===== config.mk =====
export PLATFORM = sky130hd
export DESIGN_NAME = pgx_translator
export DESIGN_NICKNAME = d
export VERILOG_FILES = /design/src/rtl/pgx_pkg.sv /design/src/rtl/pgx_cam.sv /design/src/rtl/pgx_alloc.sv /design/src/rtl/pgx_fifo.sv /design/src/rtl/pgx_translator.sv
export SDC_FILE = /design/constraint.sdc
export NUM_CORES = 1
export LEC_CHECK = 0
export BUFFER_PORTS_ARGS = -buffer_cell sky130_fd_sc_hd__buf_2
export CORE_UTILIZATION = 40
export CTS_CLUSTER_SIZE = 40
export DETAILED_ROUTE_END_ITERATION = 8
export GPL_TIMING_DRIVEN = 0
export MAX_ROUTING_LAYER = met4
export PLACE_DENSITY_LB_ADDON = 0.15
export SLEW_MARGIN = 20
export SYNTH_ARGS = -nofsm -noshare
export SYNTH_HDL_FRONTEND = slang
export SYNTH_SLANG_ARGS = --single-unit
export TNS_END_PERCENT = 30

===== constraint.sdc =====
create_clock -name clk -period 2.6 [get_ports clk]
set_input_delay 0.26 -clock clk [delete_from_list [all_inputs] [get_ports clk]]
set_output_delay 0.26 -clock clk [all_outputs]
set_load 0.02 [all_outputs]

===== src/rtl/pgx_pkg.sv =====
package pgx_pkg;
   typedef enum logic [1:0] {
      LD_NONE  = 2'd0,
      LD_FREE  = 2'd1,
      LD_EVICT = 2'd2
   } ld_kind_e;
endpackage


===== src/rtl/pgx_cam.sv =====
module pgx_cam #(
   parameter int PAGE_W = 3,
   parameter int BLK_W  = 2,
   localparam int NUM   = 1 << BLK_W
) (
   input  logic              clk,
   input  logic              rst_n,
   input  logic [PAGE_W-1:0] key_i,
   input  logic              wr_en_i,
   input  logic [BLK_W-1:0]  wr_blk_i,
   input  logic [PAGE_W-1:0] wr_page_i,
   input  logic [BLK_W-1:0]  rd_blk_i,
   output logic [PAGE_W-1:0] rd_page_o,
   output logic [NUM-1:0]    match_o,
   output logic [NUM-1:0]    valid_o
);
   logic [PAGE_W-1:0] page_q [NUM];
   logic [NUM-1:0]    valid_q;

   for (genvar gi = 0; gi < NUM; gi++) begin : g_ent
      always_ff @(posedge clk) begin
         if (!rst_n) begin
            valid_q[gi] <= 1'b0;
            page_q[gi]  <= '0;
         end else if (wr_en_i && wr_blk_i == BLK_W'(gi)) begin
            valid_q[gi] <= 1'b1;
            page_q[gi]  <= wr_page_i;
         end
      end
      assign match_o[gi] = valid_q[gi] && (page_q[gi] == key_i);
   end

   assign valid_o   = valid_q;
   assign rd_page_o = page_q[rd_blk_i];

   AST_CAM_UNIQUE: assert property (@(posedge clk) disable iff (!rst_n)
      $onehot0(match_o));
endmodule


===== src/rtl/pgx_alloc.sv =====
module pgx_alloc #(
   parameter int BLK_W = 2,
   localparam int NUM  = 1 << BLK_W
) (
   input  logic [NUM-1:0]   valid_i,
   output logic             has_free_o,
   output logic [BLK_W-1:0] free_blk_o
);
   always_comb begin
      has_free_o = 1'b0;
      free_blk_o = '0;
      for (int i = NUM - 1; i >= 0; i--) begin
         if (!valid_i[i]) begin
            has_free_o = 1'b1;
            free_blk_o = i[BLK_W-1:0];
         end
      end
   end
endmodule


===== src/rtl/pgx_fifo.sv =====
module pgx_fifo #(
   parameter int W     = 2,
   parameter int DEPTH = 4,
   localparam int AW   = (DEPTH > 1) ? $clog2(DEPTH) : 1
) (
   input  logic         clk,
   input  logic         rst_n,
   input  logic         push_i,
   input  logic         pop_i,
   input  logic [W-1:0] din_i,
   output logic [W-1:0] head_o,
   output logic [AW:0]  count_o
);
   logic [W-1:0]  mem_q [DEPTH];
   logic [AW-1:0] rd_q, wr_q;
   logic [AW:0]   cnt_q;

   initial begin : elab_chk
      assert ((1 << AW) == DEPTH) else $error("pgx_fifo: DEPTH must be a power of two");
   end

   always_ff @(posedge clk) begin
      if (!rst_n) begin
         rd_q  <= '0;
         wr_q  <= '0;
         cnt_q <= '0;
      end else begin
         if (push_i) begin
            mem_q[wr_q] <= din_i;
            wr_q        <= wr_q + 1'b1;
         end
         if (pop_i) rd_q <= rd_q + 1'b1;
         if (push_i && !pop_i) cnt_q <= cnt_q + 1'b1;
         else if (pop_i && !push_i) cnt_q <= cnt_q - 1'b1;
      end
   end

   assign head_o  = mem_q[rd_q];
   assign count_o = cnt_q;

   AST_FIFO_NO_OVERFLOW: assert property (@(posedge clk) disable iff (!rst_n)
      (push_i && !pop_i) |-> (cnt_q < (AW+1)'(DEPTH)));
   AST_FIFO_NO_UNDERFLOW: assert property (@(posedge clk) disable iff (!rst_n)
      pop_i |-> (cnt_q != '0));
endmodule


===== src/rtl/pgx_translator.sv =====
module pgx_translator #(
   parameter int PAGE_W = 3,
   parameter int LINE_W = 10,
   parameter int BLK_W  = 2,
   localparam int VA_W  = PAGE_W + LINE_W,
   localparam int PA_W  = BLK_W + LINE_W,
   localparam int NUM   = 1 << BLK_W
) (
   input  logic              clk,
   input  logic              rst_n,
   input  logic              req_valid_i,
   input  logic [VA_W-1:0]   vaddr_i,
   input  logic              load_done_i,
   output logic              hit_o,
   output logic [PA_W-1:0]   paddr_o,
   output logic              fault_o,
   output logic [PAGE_W-1:0] fault_page_o,
   output logic              evict_valid_o,
   output logic [PAGE_W-1:0] evict_page_o
);
   import pgx_pkg::*;

   initial begin : elab_chk
      assert (PAGE_W >= BLK_W) else $error("pgx_translator: fewer pages than blocks");
      assert (LINE_W >= 1)     else $error("pgx_translator: LINE_W must be positive");
   end

   logic [PAGE_W-1:0] page;
   logic [LINE_W-1:0] line;
   logic [NUM-1:0]    match_vec, valid_vec;
   logic              any_match, has_free, do_load;
   logic [BLK_W-1:0]  hit_blk, free_blk, head_blk, tgt_blk;
   logic [PAGE_W-1:0] head_page;
   logic [BLK_W:0]    fifo_cnt;
   ld_kind_e          ld_kind;
   logic              pend_q;
   logic [PAGE_W-1:0] pend_page_q;

   assign page = vaddr_i[VA_W-1:LINE_W];
   assign line = vaddr_i[LINE_W-1:0];

   pgx_cam #(.PAGE_W(PAGE_W), .BLK_W(BLK_W)) cam_i (
      .clk(clk), .rst_n(rst_n), .key_i(page),
      .wr_en_i(do_load), .wr_blk_i(tgt_blk), .wr_page_i(pend_page_q),
      .rd_blk_i(head_blk), .rd_page_o(head_page),
      .match_o(match_vec), .valid_o(valid_vec));

   pgx_alloc #(.BLK_W(BLK_W)) alloc_i (
      .valid_i(valid_vec), .has_free_o(has_free), .free_blk_o(free_blk));

   pgx_fifo #(.W(BLK_W), .DEPTH(NUM)) fifo_i (
      .clk(clk), .rst_n(rst_n),
      .push_i(do_load), .pop_i(do_load && ld_kind == LD_EVICT),
      .din_i(tgt_blk), .head_o(head_blk), .count_o(fifo_cnt));

   always_comb begin
      hit_blk = '0;
      for (int i = 0; i < NUM; i++)
         if (match_vec[i]) hit_blk = i[BLK_W-1:0];
   end
   assign any_match = |match_vec;

   assign do_load = load_done_i && pend_q;
   always_comb begin
      if (!do_load)      ld_kind = LD_NONE;
      else if (has_free) ld_kind = LD_FREE;
      else               ld_kind = LD_EVICT;
   end
   assign tgt_blk = has_free ? free_blk : head_blk;

   always_ff @(posedge clk) begin
      if (!rst_n) begin
         hit_o         <= 1'b0;
         fault_o       <= 1'b0;
         paddr_o       <= '0;
         fault_page_o  <= '0;
         evict_valid_o <= 1'b0;
         evict_page_o  <= '0;
         pend_q        <= 1'b0;
         pend_page_q   <= '0;
      end else begin
         hit_o         <= req_valid_i && any_match;
         fault_o       <= req_valid_i && !any_match;
         paddr_o       <= (req_valid_i && any_match) ? {hit_blk, line} : '0;
         evict_valid_o <= (ld_kind == LD_EVICT);
         if (ld_kind == LD_EVICT) evict_page_o <= head_page;
         if (req_valid_i && !any_match) begin
            fault_page_o <= page;
            pend_q       <= 1'b1;
            pend_page_q  <= page;
         end else if (do_load) begin
            pend_q <= 1'b0;
         end
      end
   end

   AST_HIT_FAULT_EXCL: assert property (@(posedge clk) disable iff (!rst_n)
      !(hit_o && fault_o));
   AST_RESULT_NEEDS_REQ: assert property (@(posedge clk) disable iff (!rst_n)
      (hit_o || fault_o) |-> $past(req_valid_i));
   AST_EVICT_NEEDS_LOAD: assert property (@(posedge clk) disable iff (!rst_n)
      evict_valid_o |-> $past(load_done_i));
   AST_EVICT_ONLY_FULL: assert property (@(posedge clk) disable iff (!rst_n)
      (do_load && !has_free) |-> (fifo_cnt == (BLK_W+1)'(NUM)));
   AST_FREE_NO_EVICT: assert property (@(posedge clk) disable iff (!rst_n)
      (do_load && has_free) |=> !evict_valid_o);
   AST_IDLE_LOAD_QUIET: assert property (@(posedge clk) disable iff (!rst_n)
      (load_done_i && !pend_q) |=> !evict_valid_o);
endmodule


==> results.md, run 1 <==
- Syn Std Cell Area: ~2200 um^2
- Top_reg_cell synth: dfxtp_1
- WS Path Type: reg -> reg
- # setup viols final: 0
- Final setup TNS: 0 ns
- Pre-CTS WS: 0.3322 ns
- # Post-CTS Setup Buffers: 0
- Syn Area/Cell: ~11 um^2
- Post-synth cell types: 36
- Hpwl dp: around 3.1 mm
- Router iterations before antenna repair: 4
- Initial antenna violation count: 0
- Worst EP required: around 2.6 ns
- Maxcap violations: 0
- Synth Instances: between 150 and 200
- Multi-input logic area: around 870 um^2
- Vias: about 1500
- CP arrival: 2.23 ns
- PD cells: 568.9 nW/um^2
- Total gr overflow: 0
- Hold Vio Cnt, Final: 0
- Die width: about 76 um
- Hold WC Path Type: in -> reg
- Leakage power: 1.050 nW
- CTS root buf: clkbuf_8
- DR WL/cell: approximately 13 um
- Max clock buf depth: 2
- Share of cells above drive strength 1: 0.2511
- Core Box Area: about 5200 um^2
- Vias in the first global route: about 1400
- Critical path peak fanout: 10
- Post-Route Utilization: 0.4903
- GRT Overall Usage: 0.1572
- Hold Path Stages: 2
- Post-route insts no fill: 305
- Startpoint of the worst hold path: vaddr_i[4]
- 1st-iter DRT viols: between 50 and 60
- FFs w/ async S/R, synth: 0
- Fin. max-slew vios: 0
- Sequential cell area: about 1200 um^2
- Internal reg-to-reg setup slack: between 0.3 and 0.4 ns
- First-pass GRT wire length: 6.665 mm
- Final Instance Area: 2536 um^2
- Post-layout min period: about 2.3 ns
- Outcome: completed
- CP Capture Type: flip-flop
- Crit path launch type: flip-flop
- Slowest Stage Delay on Critical Path: about 0.52 ns
- DIE HEIGHT: 75.90 um
- Hold Buf Count CTS: 0
- Final GP Congestion: 0.8116
- Layout Skew: roughly 0.0049 ns
- Area grow syn2layout: 16.09%
- Worst skew pair latency: 0.30 ns
- CP max stage cell: mux4_2
- Post-Place Cells: 297
- Crit path buf inv count: 2
- Slew at the pin with the worst max-slew slack: ~0.55 ns
- Worst Reg-to-Reg Cells: 5
- I/O Buffers: 34
- Final ANT Viol Nets: 0
- Fin crit share: 0.8732
- Final worst setup slack: between 0.3 and 0.4 ns
- Syn. warnings: 0
- Largest net degree at the start of global routing: 16
- IO Pins: 38
- # diodes: 0
- Initial core utilization: 0.4224
- Pwr Total: between 1 and 1.5 mW
- WHS: around 0.15 ns
- Vias per cell: 4.875
- Routed Wire Length: ~4.0 mm
- Clock sinks: 52
- CTS resizes: 0
- Sequential area share after synthesis: 0.5682
- FF+latch count, synth: 52
- Nets: 255
- VDD IR max: 0.3939 mV
- Slew headroom: 0.6345
- Number of synthesized flops with an enable pin: 20
- Cts bufs inserted: 5
- DRC viols: 0
- Max Clk Rate: approximately 0.44 GHz
- RSZ-0062 raised after global routing: false
- Htree depth: 2
- FP Rows: 26
- Hold EP: paddr_o[4]
- Worst-path clk slew: approximately 0.09 ns
- RR Endpoint: cam_i.page_q[0][2]
- CTS tree: done
- Worst-path cell chain: mux4_2 -> buf_6 -> o211ai_4 -> inv_4 -> o21ai_0
- Critical path's top delay family: compound AO/OA/AOI/OAI gates
- FILL cells: 485
- Synthesized net count: ~210
- Die area: a little under 6000 um^2
- Post-Place Cell Area: roughly 2400 um^2
-- synth_stat cells (2+ instances only) --
library cell	n	share of area
and3_2	6	0.021
ha_1	4	0.023
a21oi_1	4	0.0092
inv_1	5	0.0086
nand4_1	6	0.017
xnor2_1	14	0.056
nand2b_1	2	0.0057
nor3_1	2	0.0046
nand2_1	13	0.022
dfxtp_1	32	0.29
buf_2	3	0.0069
nand3_1	4	0.0092
o21ai_0	6	0.014
and2_1	17	0.049
o221ai_1	3	0.012
clkbuf_1	5	0.0086
mux2i_1	9	0.041
nor2_1	17	0.029
edfxtp_1	20	0.27
and3_1	5	0.014
-- worst register-to-register path, stage by stage, from the launching register on --
cell and delay [ns]:
dfxtp_1 0.38, mux4_2 0.52, buf_6 0.16, o211ai_4 0.33, inv_4 0.12, o21ai_0 0.42
-- kinds of logic (layout without fill, tap and decap cells) --
group,Yosys count,after routing,share of synthesized area
XOR/XNOR,15,15,0.06014
flip-flops,52,52,0.5682
AO/OA/AOI/OAI,17,17,0.05728
buffers and inverters,15,57,0.03207
multiplexers,11,11,0.06358
AND/OR/NAND/NOR,79,79,0.1959
adder cells (fa/ha/maj),4,4,0.02291
-- placed cells by master (no fill, tap or decap), types with 3 or more instances in the layout --
master,count
a21oi_1,4
and2_1,17
and3_1,5
and3_2,6
buf_2,37
clkbuf_1,6
clkbuf_8,6
dfxtp_1,32
edfxtp_1,20
ha_1,4
inv_1,5
mux2i_1,9
nand2_1,13
nand3_1,4
nand4_1,6
nor2_1,17
o21ai_0,6
o221ai_1,3
xnor2_1,14
-- how the worst max path moves through the flow --
stage               from  depth (start not counted)  slack (ns)                 end
6_report       flip-flop                          5        0.33  cam_i.page_q[0][2]
5_1_grt        flip-flop                          5        0.21  cam_i.page_q[0][0]
4_1_cts        flip-flop                          5        0.31  cam_i.page_q[0][2]
3_5_place_dp   flip-flop                          5        0.33  cam_i.page_q[0][0]
3_3_place_gp   flip-flop                          5        0.33  cam_i.page_q[0][0]
2_1_floorplan  flip-flop                          5        0.60  cam_i.page_q[1][0]
-- per-layer routing --
layer / vias to the layer above / routed length (um) / track usage
met5: - / 0 / -
met4: 0 / 121 / 0.08846
met3: 13 / 228 / 0.04337
met2: 49 / 1801 / 0.2382
met1: 676 / 1872 / 0.1891
li1: 749 / - / -
-- final cells by class --
type	count	share of cell area
plain buffers	9	0.01776
clock buffers	7	0.03404
clock inverters	1	0.002960
inverters	6	0.009867
multi-input cells	126	0.3444
flip-flops and latches	52	0.4894
well taps	70	0.03453
repair buffers	34	0.06709
-- power by group --
group	switching, mW	internal [mW]	total [mW]
combinational	0.0553	0.0404	0.0957
clock	0.253	0.217	0.469
sequential	0.0167	0.861	0.878
total	0.325	1.12	1.44
-- flip-flops by register name, indices dropped and copies added (netlist names), named ones only --
signal and cells:
cam_i.valid_o 4, pend_page_q 3, fifo_i.rd_q 2, hit_o 1, cam_i.page_q 12, evict_valid_o 1
fifo_i.mem_q 8, paddr_o 12, evict_page_o 3, fault_o 1, pend_q 1, fifo_i.wr_q 2
Power figures use the tool's default switching activity.
==> inputs of run 2 (changes only) <==
BUFFER_PORTS_ARGS = not set   (was -buffer_cell sky130_fd_sc_hd__buf_2)
DONT_BUFFER_PORTS = 1   (was not set)
==> results.md, run 2 (synthesis gave the netlist of run 1 again) <==
- Outcome: completed
- CTS root buf: clkbuf_8
- CP arrival: 2.24 ns
- GRT Overall Usage: 0.1635
- DIE HEIGHT: about 76 um
- RSZ-0062 raised after global routing: false
- Total gr overflow: 0
- WHS: 0.07395 ns
- I/O Buffers: 0
- Fin. max-slew vios: 0
- Largest net degree at the start of global routing: 17
- Post-layout min period: 2.280 ns
- Initial core utilization: 0.4224
- Routed Wire Length: between 4 and 5 mm
- Slowest Stage Delay on Critical Path: about 0.53 ns
- Max Clk Rate: between 0.4 and 0.5 GHz
- Share of cells above drive strength 1: 0.1244
- FILL cells: ~480
- First-pass GRT wire length: 7.093 mm
- Die width: roughly 76 um
- Hold Vio Cnt, Final: 0
- Hold Buf Count CTS: 0
- Clock sinks: 52
- Final setup TNS: 0 ns
- Final ANT Viol Nets: 0
- Hold WC Path Type: in -> reg
- FP Rows: 26
- Commonest cells after routing, fill and taps aside: 32 x dfxtp_1, 20 x edfxtp_1, 17 x and2_1, 17 x nor2_1, 14 x xnor2_1
- Most common cell after layout, fill and taps aside: dfxtp_1
- PD cells: between 600 and 700 nW/um^2
- Vias per cell: between 5 and 6
- Critical path's top delay family: compound AO/OA/AOI/OAI gates
- VDD IR max: between 0.3 and 0.4 mV
- # setup viols final: 0
- CTS tree: done
- Fin crit share: 0.8768
- Worst EP required: approximately 2.6 ns
- DRC viols: 0
- IO Pins: 38
- Post-Route Utilization: 0.4562
- Area grow syn2layout: 8.018%
- Slew headroom: 0.6479
- # diodes: 0
- Worst skew pair latency: about 0.3 ns
- Cts bufs inserted: 5
- Leakage power: 0.8853 nW
- CP Capture Type: flip-flop
- Final GP Congestion: approximately 0.8
- Slew at the pin with the worst max-slew slack: ~0.53 ns
- Crit path buf inv count: 2
- 1st-iter DRT viols: 61
- Top Registers: cam_i.page_q x12, paddr_o x12, fifo_i.mem_q x8
- WS Path Type: reg -> reg
- DR WL/cell: ~16 um
- Htree depth: 2
- Router iterations before antenna repair: 4
- Layout Skew: about 0.0083 ns
- CP max stage cell: mux4_2
- Hpwl dp: 3.222 mm
- Die area: between 5000 and 6000 um^2
- Core Box Area: just over 5000 um^2
- Crit path launch type: flip-flop
- Initial antenna violation count: 0
- Maxcap violations: 0
- Critical path peak fanout: 10
- Nets: about 220
- CTS resizes: 0
- Vias in the first global route: ~1400
- Max clock buf depth: 2
- # Post-CTS Setup Buffers: 0
- Vias: between 1000 and 1500
- Worst-path cell chain: mux4_2 -> buf_6 -> o211ai_4 -> inv_4 -> o21ai_0
- Worst-path clk slew: approximately 0.10 ns
==> run 2: cell types whose count changed in the layout (fill, tap and decap cells not counted), sizes merged <==
cell,before,now
buf,38,4
clkbuf,12,11
clkinv,0,1
clkinvlp,1,0
inv,6,7
==> run 2: final cells by class <==
| class | instances | area [um^2] | area share |
|---|---|---|---|
| plain buffers | 9 | 45.04 | 0.01909 |
| flip-flops and latches | 52 | 1241 | 0.5260 |
| well taps | 70 | 87.58 | 0.03712 |
| clock buffers | 6 | 72.57 | 0.03075 |
| inverters | 6 | 25.02 | 0.01060 |
| clock inverters | 2 | 15.01 | 0.006363 |
| multi-input cells | 126 | 873.3 | 0.3701 |
==> run 2: through the flow <==
stage	setup slack, ns	instances	cell area [um^2]	power (mW)
6_report	0.3204	271	2360	1.422
3_5_place_dp	0.3238	263	2272	0.9810
3_3_place_gp	0.3947	263	2272	0.9766
5_1_grt	0.1386	271	2360	1.476
2_1_floorplan	0.6020	193	2185	0.9587
4_1_cts	0.3089	271	2360	1.434
==> run 2: report_power, final <==
group	switching (mW)	internal, mW
sequential	0.0240	0.861
combinational	0.0456	0.0311
clock	0.267	0.193
==> run 2: path summary, 6_finish.rpt <==
path,endpoint,slack [ns],startpoint,depth (start not counted)
worst max-delay path,cam_i.page_q[1][2],0.32,flip-flop,5
worst min-delay path,paddr_o[7],0.07,vaddr_i[7],1
worst max register to register,cam_i.page_q[1][2],0.32,flip-flop,5
worst min register to register,fifo_i.wr_q[1],0.53,fifo_i.wr_q[1],2
==> run 2: worst reg2reg max path, stage by stage (launching register included) <==
cell	delay (ns)
dfxtp_1	0.39
mux4_2	0.53
buf_6	0.17
o211ai_4	0.34
inv_4	0.12
o21ai_0	0.40
==> run 2: layer usage <==
layer  GRT usage  part of all wire
met5           -                 0
met4     0.07115             0.023
met3     0.04819             0.053
met2      0.2536              0.46
met1      0.1981              0.46
